--- src/rtl/issue_pkg.sv ---
package issue_pkg;

  typedef enum logic [1:0] {
    FMT_PAR  = 2'b00,
    FMT_LR   = 2'b01,
    FMT_RL   = 2'b10,
    FMT_LONG = 2'b11
  } fmt_e;

  typedef enum logic [2:0] {
    S_IDLE,
    S_ISSUE1,
    S_WAIT1,
    S_FLUSH,
    S_ISSUE2,
    S_WAIT2,
    S_FIN
  } seq_st_e;

  // strobes from the sequencing control into the word datapath
  typedef struct packed {
    logic loadWord;
    logic issueLong;
    logic issueLeft;
    logic issueRight;
  } dp_ctl_t;

endpackage

--- src/rtl/issue_dp.sv ---
module issue_dp
  import issue_pkg::*;
#(
  parameter int WORD_W  = 32,
  parameter int SHORT_W = 15,
  parameter int KEY_W   = 6
) (
  input  logic                clk,
  input  logic                rst,
  input  dp_ctl_t             ctl,
  input  logic [WORD_W-1:0]   fetchWord,
  output fmt_e                fmt,
  output logic [WORD_W-3:0]   longOp,
  output logic [KEY_W-1:0]    longKey,
  output logic [SHORT_W-1:0]  leftOp,
  output logic [KEY_W-1:0]    leftKey,
  output logic [SHORT_W-1:0]  rightOp,
  output logic [KEY_W-1:0]    rightKey,
  output logic                issueLong,
  output logic                issueLeft,
  output logic                issueRight
);
  localparam int LONG_W   = WORD_W - 2;
  localparam int NUM_SLOT = 2;

  logic [WORD_W-1:0]  wordQ;
  logic [SHORT_W-1:0] shortOp  [NUM_SLOT];
  logic [KEY_W-1:0]   shortKey [NUM_SLOT];

  always_ff @(posedge clk) begin
    if (rst) begin
      wordQ <= '0;
    end else if (ctl.loadWord) begin
      wordQ <= fetchWord;
    end
  end

  assign fmt     = fmt_e'(wordQ[WORD_W-1 -: 2]);
  assign longOp  = wordQ[LONG_W-1:0];
  assign longKey = longOp[LONG_W-1 -: KEY_W];

  // slot 0 is the right lane (low bits), slot 1 the left lane
  for (genvar s = 0; s < NUM_SLOT; s++) begin : g_slot
    assign shortOp[s]  = wordQ[s*SHORT_W +: SHORT_W];
    assign shortKey[s] = shortOp[s][SHORT_W-1 -: KEY_W];
  end

  assign rightOp  = shortOp[0];
  assign rightKey = shortKey[0];
  assign leftOp   = shortOp[1];
  assign leftKey  = shortKey[1];

  assign issueLong  = ctl.issueLong;
  assign issueLeft  = ctl.issueLeft;
  assign issueRight = ctl.issueRight;

endmodule

--- src/rtl/issue_ctrl.sv ---
module issue_ctrl
  import issue_pkg::*;
(
  input  logic    clk,
  input  logic    rst,
  input  logic    fetchValid,
  input  fmt_e    fmt,
  input  logic    leftTestOnly,
  input  logic    rightTestOnly,
  input  logic    leftDone,
  input  logic    leftPcChanged,
  input  logic    leftExcept,
  input  logic    leftCondTrue,
  input  logic    rightDone,
  input  logic    rightPcChanged,
  input  logic    rightExcept,
  input  logic    rightCondTrue,
  output dp_ctl_t ctl,
  output logic    flushReq,
  output logic    wordDone,
  output logic    evLong,
  output logic    evLeftRight,
  output logic    evRightLeft,
  output logic    evParallel,
  output logic    evCondTrue,
  output logic    evCondFalse,
  output logic    evCondJump
);
  seq_st_e state, nextState;
  logic firstRight, testMode;
  logic firstRightNow, testModeNow;
  logic done1, pc1, exc1, cond1, done2;
  logic ctNext, cfNext, cjNext;

  // lane order chosen while the first issue is on the wires
  assign testModeNow   = (fmt == FMT_PAR) && (leftTestOnly || rightTestOnly);
  assign firstRightNow = (fmt == FMT_RL) ||
                         ((fmt == FMT_PAR) && !leftTestOnly && rightTestOnly);

  // completion of the first and second lane
  assign done1 = firstRight ? rightDone      : leftDone;
  assign pc1   = firstRight ? rightPcChanged : leftPcChanged;
  assign exc1  = firstRight ? rightExcept    : leftExcept;
  assign cond1 = firstRight ? rightCondTrue  : leftCondTrue;
  assign done2 = firstRight ? leftDone       : rightDone;

  always_comb begin
    nextState = state;
    ctNext    = 1'b0;
    cfNext    = 1'b0;
    cjNext    = 1'b0;
    case (state)
      S_IDLE:   if (fetchValid) nextState = S_ISSUE1;
      S_ISSUE1: nextState = S_WAIT1;
      S_WAIT1: begin
        if (done1) begin
          case (fmt)
            FMT_LONG: nextState = S_FIN;
            FMT_LR, FMT_RL: begin
              if (!pc1 && !exc1) begin
                nextState = S_FLUSH;
              end else begin
                nextState = S_FIN;
                cjNext    = !exc1;
              end
            end
            default: begin
              if (testMode) begin
                if (cond1) begin
                  nextState = S_ISSUE2;
                  ctNext    = 1'b1;
                end else begin
                  nextState = S_FIN;
                  cfNext    = 1'b1;
                end
              end else begin
                nextState = exc1 ? S_FIN : S_ISSUE2;
              end
            end
          endcase
        end
      end
      S_FLUSH:  nextState = S_ISSUE2;
      S_ISSUE2: nextState = S_WAIT2;
      S_WAIT2:  if (done2) nextState = S_FIN;
      S_FIN:    nextState = S_IDLE;
      default:  nextState = S_IDLE;
    endcase
  end

  always_ff @(posedge clk) begin
    if (rst) begin
      state      <= S_IDLE;
      firstRight <= 1'b0;
      testMode   <= 1'b0;
      evCondTrue <= 1'b0;
      evCondFalse <= 1'b0;
      evCondJump <= 1'b0;
    end else begin
      state       <= nextState;
      evCondTrue  <= ctNext;
      evCondFalse <= cfNext;
      evCondJump  <= cjNext;
      if (state == S_ISSUE1) begin
        firstRight <= firstRightNow;
        testMode   <= testModeNow;
      end
    end
  end

  logic inIssue1;
  assign inIssue1 = (state == S_ISSUE1);

  always_comb begin
    ctl            = '0;
    ctl.loadWord   = (state == S_IDLE) && fetchValid;
    ctl.issueLong  = inIssue1 && (fmt == FMT_LONG);
    ctl.issueLeft  = (inIssue1 && (fmt != FMT_LONG) && !firstRightNow) ||
                     ((state == S_ISSUE2) && firstRight);
    ctl.issueRight = (inIssue1 && (fmt != FMT_LONG) && firstRightNow) ||
                     ((state == S_ISSUE2) && !firstRight);
  end

  assign flushReq    = (state == S_FLUSH);
  assign wordDone    = (state == S_FIN);
  assign evLong      = inIssue1 && (fmt == FMT_LONG);
  assign evLeftRight = inIssue1 && (fmt == FMT_LR);
  assign evRightLeft = inIssue1 && (fmt == FMT_RL);
  assign evParallel  = inIssue1 && (fmt == FMT_PAR);

  // one lane per cycle
  assert_single_issue_R11: assert property (@(posedge clk) disable iff (rst)
    $onehot0({ctl.issueLong, ctl.issueLeft, ctl.issueRight}));

  // issue strobes are single-cycle pulses
  assert_issue_pulse_R11: assert property (@(posedge clk) disable iff (rst)
    (ctl.issueLong || ctl.issueLeft || ctl.issueRight) |=>
      !(ctl.issueLong || ctl.issueLeft || ctl.issueRight));

  // word-done follows a lane completion
  assert_done_after_lane_R11: assert property (@(posedge clk) disable iff (rst)
    wordDone |-> $past(leftDone || rightDone));

  // the flush cycle leads straight into the second issue
  assert_flush_then_issue_R7: assert property (@(posedge clk) disable iff (rst)
    flushReq |=> (ctl.issueLeft || ctl.issueRight));

  // a failed test ends the word at once
  assert_cond_false_ends_R8: assert property (@(posedge clk) disable iff (rst)
    evCondFalse |-> wordDone);

  // a jump skip ends the word at once
  assert_cond_jump_ends_R6: assert property (@(posedge clk) disable iff (rst)
    evCondJump |-> wordDone);

  // a fetch while busy starts nothing new
  assert_fetch_ignored_R12: assert property (@(posedge clk) disable iff (rst)
    (fetchValid && (state != S_IDLE)) |-> !ctl.loadWord);

endmodule

--- src/rtl/slot_issue_seq.sv ---
module slot_issue_seq
  import issue_pkg::*;
#(
  parameter int WORD_W  = 32,
  parameter int SHORT_W = 15,
  parameter int KEY_W   = 6
) (
  input  logic               clk,
  input  logic               rst,
  input  logic               fetchValid,
  input  logic [WORD_W-1:0]  fetchWord,
  input  logic               leftTestOnly,
  input  logic               rightTestOnly,
  input  logic               leftDone,
  input  logic               leftPcChanged,
  input  logic               leftExcept,
  input  logic               leftCondTrue,
  input  logic               rightDone,
  input  logic               rightPcChanged,
  input  logic               rightExcept,
  input  logic               rightCondTrue,
  output logic               issueLong,
  output logic [WORD_W-3:0]  longOp,
  output logic [KEY_W-1:0]   longKey,
  output logic               issueLeft,
  output logic [SHORT_W-1:0] leftOp,
  output logic [KEY_W-1:0]   leftKey,
  output logic               issueRight,
  output logic [SHORT_W-1:0] rightOp,
  output logic [KEY_W-1:0]   rightKey,
  output logic               flushReq,
  output logic               wordDone,
  output logic               evLong,
  output logic               evLeftRight,
  output logic               evRightLeft,
  output logic               evParallel,
  output logic               evCondTrue,
  output logic               evCondFalse,
  output logic               evCondJump
);
  dp_ctl_t ctl;
  fmt_e    fmt;

  issue_ctrl u_ctrl (
    .clk           (clk),
    .rst           (rst),
    .fetchValid    (fetchValid),
    .fmt           (fmt),
    .leftTestOnly  (leftTestOnly),
    .rightTestOnly (rightTestOnly),
    .leftDone      (leftDone),
    .leftPcChanged (leftPcChanged),
    .leftExcept    (leftExcept),
    .leftCondTrue  (leftCondTrue),
    .rightDone     (rightDone),
    .rightPcChanged(rightPcChanged),
    .rightExcept   (rightExcept),
    .rightCondTrue (rightCondTrue),
    .ctl           (ctl),
    .flushReq      (flushReq),
    .wordDone      (wordDone),
    .evLong        (evLong),
    .evLeftRight   (evLeftRight),
    .evRightLeft   (evRightLeft),
    .evParallel    (evParallel),
    .evCondTrue    (evCondTrue),
    .evCondFalse   (evCondFalse),
    .evCondJump    (evCondJump)
  );

  issue_dp #(
    .WORD_W (WORD_W),
    .SHORT_W(SHORT_W),
    .KEY_W  (KEY_W)
  ) u_dp (
    .clk       (clk),
    .rst       (rst),
    .ctl       (ctl),
    .fetchWord (fetchWord),
    .fmt       (fmt),
    .longOp    (longOp),
    .longKey   (longKey),
    .leftOp    (leftOp),
    .leftKey   (leftKey),
    .rightOp   (rightOp),
    .rightKey  (rightKey),
    .issueLong (issueLong),
    .issueLeft (issueLeft),
    .issueRight(issueRight)
  );

endmodule

--- config.mk ---
export PLATFORM = sky130hd
export DESIGN_NAME = slot_issue_seq
export DESIGN_NICKNAME = d
export VERILOG_FILES = /design/src/rtl/issue_pkg.sv /design/src/rtl/issue_dp.sv /design/src/rtl/issue_ctrl.sv /design/src/rtl/slot_issue_seq.sv
export SDC_FILE = /design/constraint.sdc
export NUM_CORES = 1
export LEC_CHECK = 0
export ABC_AREA = 1
export BUFFER_PORTS_ARGS = -buffer_cell sky130_fd_sc_hd__buf_2
export CORE_ASPECT_RATIO = 0.9
export CORE_MARGIN = 1
export CORE_UTILIZATION = 30
export DETAILED_ROUTE_END_ITERATION = 6
export PLACE_DENSITY_LB_ADDON = 0.3
export SYNTH_ARGS = -nofsm -noshare
export SYNTH_HDL_FRONTEND = slang
export SYNTH_SLANG_ARGS = --single-unit
--- constraint.sdc ---
create_clock -name clk -period 1.6 [get_ports clk]
set_input_delay 0.48 -clock clk [delete_from_list [all_inputs] [get_ports clk]]
set_output_delay 0.48 -clock clk [all_outputs]
set_load 0.01 [all_outputs]
==> qor.csv <==
stage,metric,value,unit
sta,worst hold margin,437,ps
clock_tree,total CTS buffers,5,
critical_path,"Arr. time, crit path",1390,ps
sta,setup TNS,-1150,ps
sta,relative slew slack,0.769,
clock_tree,post-cts hold buffer count,0,
clock_tree,CTS Buffer Depth,2,
routing,"antenna viol nets, final",0,
critical_path,RR Startpoint,u_ctrl.state[1]$_SDFFE_PP0P_,
yosys,Ys Warns,0,
yosys,Unique masters post-synth,22,
cells_and_area,Fill cells,680,
flow_run,max cap viols,0,
routing,DR vias/cell,4.22,
global_route,initial antenna violation count,0,
yosys,Synth Register Bits,40,
die,Die X,90.5,µm
clock_tree,CTS root buffer,clkbuf_8,
global_route,largest net degree at the start of global routing,34,
critical_path,"reg-to-reg slack, setup",120,ps
cells_and_area,share of cells above drive strength 1,0.515,
global_route,first-pass GRT wire length,7850,µm
global_route,total global-route track usage,0.134,
global_route,vias in the first global route,1727,
die,Starting Density,0.316,
cells_and_area,Final Cell Area,0.00296,mm²
sta,fin crit period,1870,ps
critical_path,Crit Path Category,flop to primary output,
cells_and_area,Register Area,807,µm²
pwr,Cell Pwr Density,1690,mW/mm²
sta,Final Hold Fails,0,
yosys,syn avg cell area,7.39,µm²
sta,Final setup viols,7,
yosys,sequential area share after synthesis,0.379,
clock_tree,worst-skew pair later-pin latency,290,ps
worst_hold_path,worst hold path class,input pin to flop,
sta,Max Freq,535,MHz
worst_hold_path,hold depth,2,
routing,final wirelength,5080,µm
sta,Clock Skews,5.92,ps
placement,PortBufs,134,
yosys,Netlist Area Pre-Place,0.00211,mm²
critical_path,Setup crit start kind,flop,
die,die area,0.00739,mm²
global_route,GRT overflow,0,
critical_path,cell count of the worst reg-to-reg path,10,
routing,initial DRC count,35,
sta,fin crit share,1.17,
clock_tree,CTS H-tree depth,2,
routing,Remaining DRCs,0,
routing,wire per inst,10.4,µm
sta,worst setup margin,-268,ps
clock_tree,Sink Count,40,
placement,DP HPWL,3720,µm
die,core area,0.00669,mm²
critical_path,CP Data Required Time,1120,ps
yosys,Mapped Cells,286,
critical_path,Reg-to-Reg End,u_ctrl.state[1]$_SDFFE_PP0P_,
critical_path,Worst setup EP type,primary output,
sta,Tightest Pin Transition,346,ps
pwr,Static Leak,1.56,nW
placement,routability cong.,0.799,
sta,fin. max-slew vios,0,
cells_and_area,ant diodes,0,
pwr,Pwr Total,0.00499,W
worst_hold_path,Hold EP,u_ctrl.state[0]$_SDFFE_PP0P_,
die,IO Pins,135,
outcome,outcome,"complete, but fails checks",
worst_hold_path,Hold Crit Start,rst,
die,die height,81.6,µm
clock_tree,clock slew seen by the registers of the worst setup and hold paths,80,ps
cells_and_area,area of the multi-input gates,828,µm²
yosys,Syn Nets,336,
clock_tree,CTS tree,built,
critical_path,CP max FO,3,
sta,RSZ-0062 raised after global routing,yes,
cells_and_area,synthesis-to-layout area growth,39.9,%
die,Rows,28,
routing,via count,2058,
routing,drt pass-1 iters,4,
cells_and_area,final net count,447,
outcome,failing checks,setup timing,
pwr,VDD IR max,528,µV
placement,DP Area,0.00261,mm²
## what timing repair did
action	4_1_cts	5_1_grt
setup buffers	9	2
setup endpoints to repair	9	9
pin swaps	8	9
gates resized for setup	22	22
## per-layer routing
layer,GRT usage,up-vias,share of wire
li1,-,1071,-
met1,0.161,887,0.45
met2,0.228,91,0.47
met3,0.0417,9,0.068
met4,0.0500,0,0.015
met5,0,-,0
## placed cells by master, fill, tap and decap left out, types with 2 or more instances in the layout
master    count
buf_2       130
inv_1        40
a21oi_1      39
dfxtp_1      35
o21ai_1      29
nand2_1      27
buf_4        24
buf_6         9
nor2_1        7
o21ai_0       7
inv_2         6
clkbuf_8      6
nor2_4        5
dfxtp_2       5
nor2_2        4
nand3_1       3
ha_4          3
inv_4         2
nand2_2       2
nand3_2       2
ha_1          2
clkinv_2      2
## final cells by class
class	count	area share
clock buffers	6	0.0279
clock inverters	2	0.00338
inverters	48	0.0626
multi-input cells	139	0.280
flip-flops and latches	40	0.273
well taps	90	0.0381
repair buffers	163	0.315
## worst max path at each step
stage	from	to	slack, ps	cells after the start
2_1_floorplan	u_dp.wordQ[30]$_SDFFE_PP0P_	issueRight	-30	6
3_3_place_gp	u_dp.wordQ[30]$_SDFFE_PP0P_	issueLeft	-60	8
3_5_place_dp	u_dp.wordQ[30]$_SDFFE_PP0P_	issueLeft	-110	8
4_1_cts	u_dp.wordQ[30]$_SDFFE_PP0P_	issueRight	-360	7
5_1_grt	u_dp.wordQ[30]$_SDFFE_PP0P_	issueLeft	-350	7
6_report	u_dp.wordQ[31]$_SDFFE_PP0P_	issueRight	-270	7
## Yosys cell counts, drive strengths merged
cell	number	area share
o32ai	1	0.0041
o22ai	1	0.0030
o21ai	37	0.088
inv	48	0.085
clkbuf	3	0.0053
nand2	30	0.054
buf	56	0.20
a21oi	40	0.095
nor3	1	0.0047
nand3	5	0.014
nand3b	1	0.0036
nor2	16	0.033
nor3b	1	0.0036
dfxtp	40	0.38
nand4	1	0.0030
ha	5	0.030
## critical path, cell delays in order (launching register included)
cell	delay, ps
dfxtp_2	330
inv_2	70
ha_4	150
inv_4	40
nor2_4	90
a21oi_4	70
o32ai_2	190
buf_2	170
## power breakdown
part | switching, W | internal (W) | leakage, nW
Combinational | 0.00150 | 0.00122 | 1.18
Sequential | 0.000257 | 0.00131 | 0.332
Clock | 0.000350 | 0.000344 | 0.0510
Total | 0.00211 | 0.00288 | 1.56
## flip-flops by register name (all words and copies together) (netlist names)
register,cells
u_ctrl.state,3
u_ctrl.evCondTrue,1
u_ctrl.firstRight,1
u_ctrl.evCondJump,1
u_ctrl.testMode,1
u_ctrl.evCondFalse,1
u_dp.wordQ,32
## kinds of logic (layout without fill, tap and decap cells)
family          after synthesis  count (layout)  synth area share
buf+inv                     107             219             0.286
compound gates               79              79             0.189
simple gates                 55              55             0.117
flops                        40              40             0.379
fa+ha+maj                     5               5            0.0296
## through the flow
stage          setup slack (ps)   util  cells
2_1_floorplan             -34.3      -    286
3_3_place_gp              -60.1  0.390    469
3_5_place_dp               -110  0.390    469
4_1_cts                    -356  0.425    486
5_1_grt                    -350  0.442    488
6_report                   -268  0.442    488
Note: power is estimated with default switching activity, not from simulation.
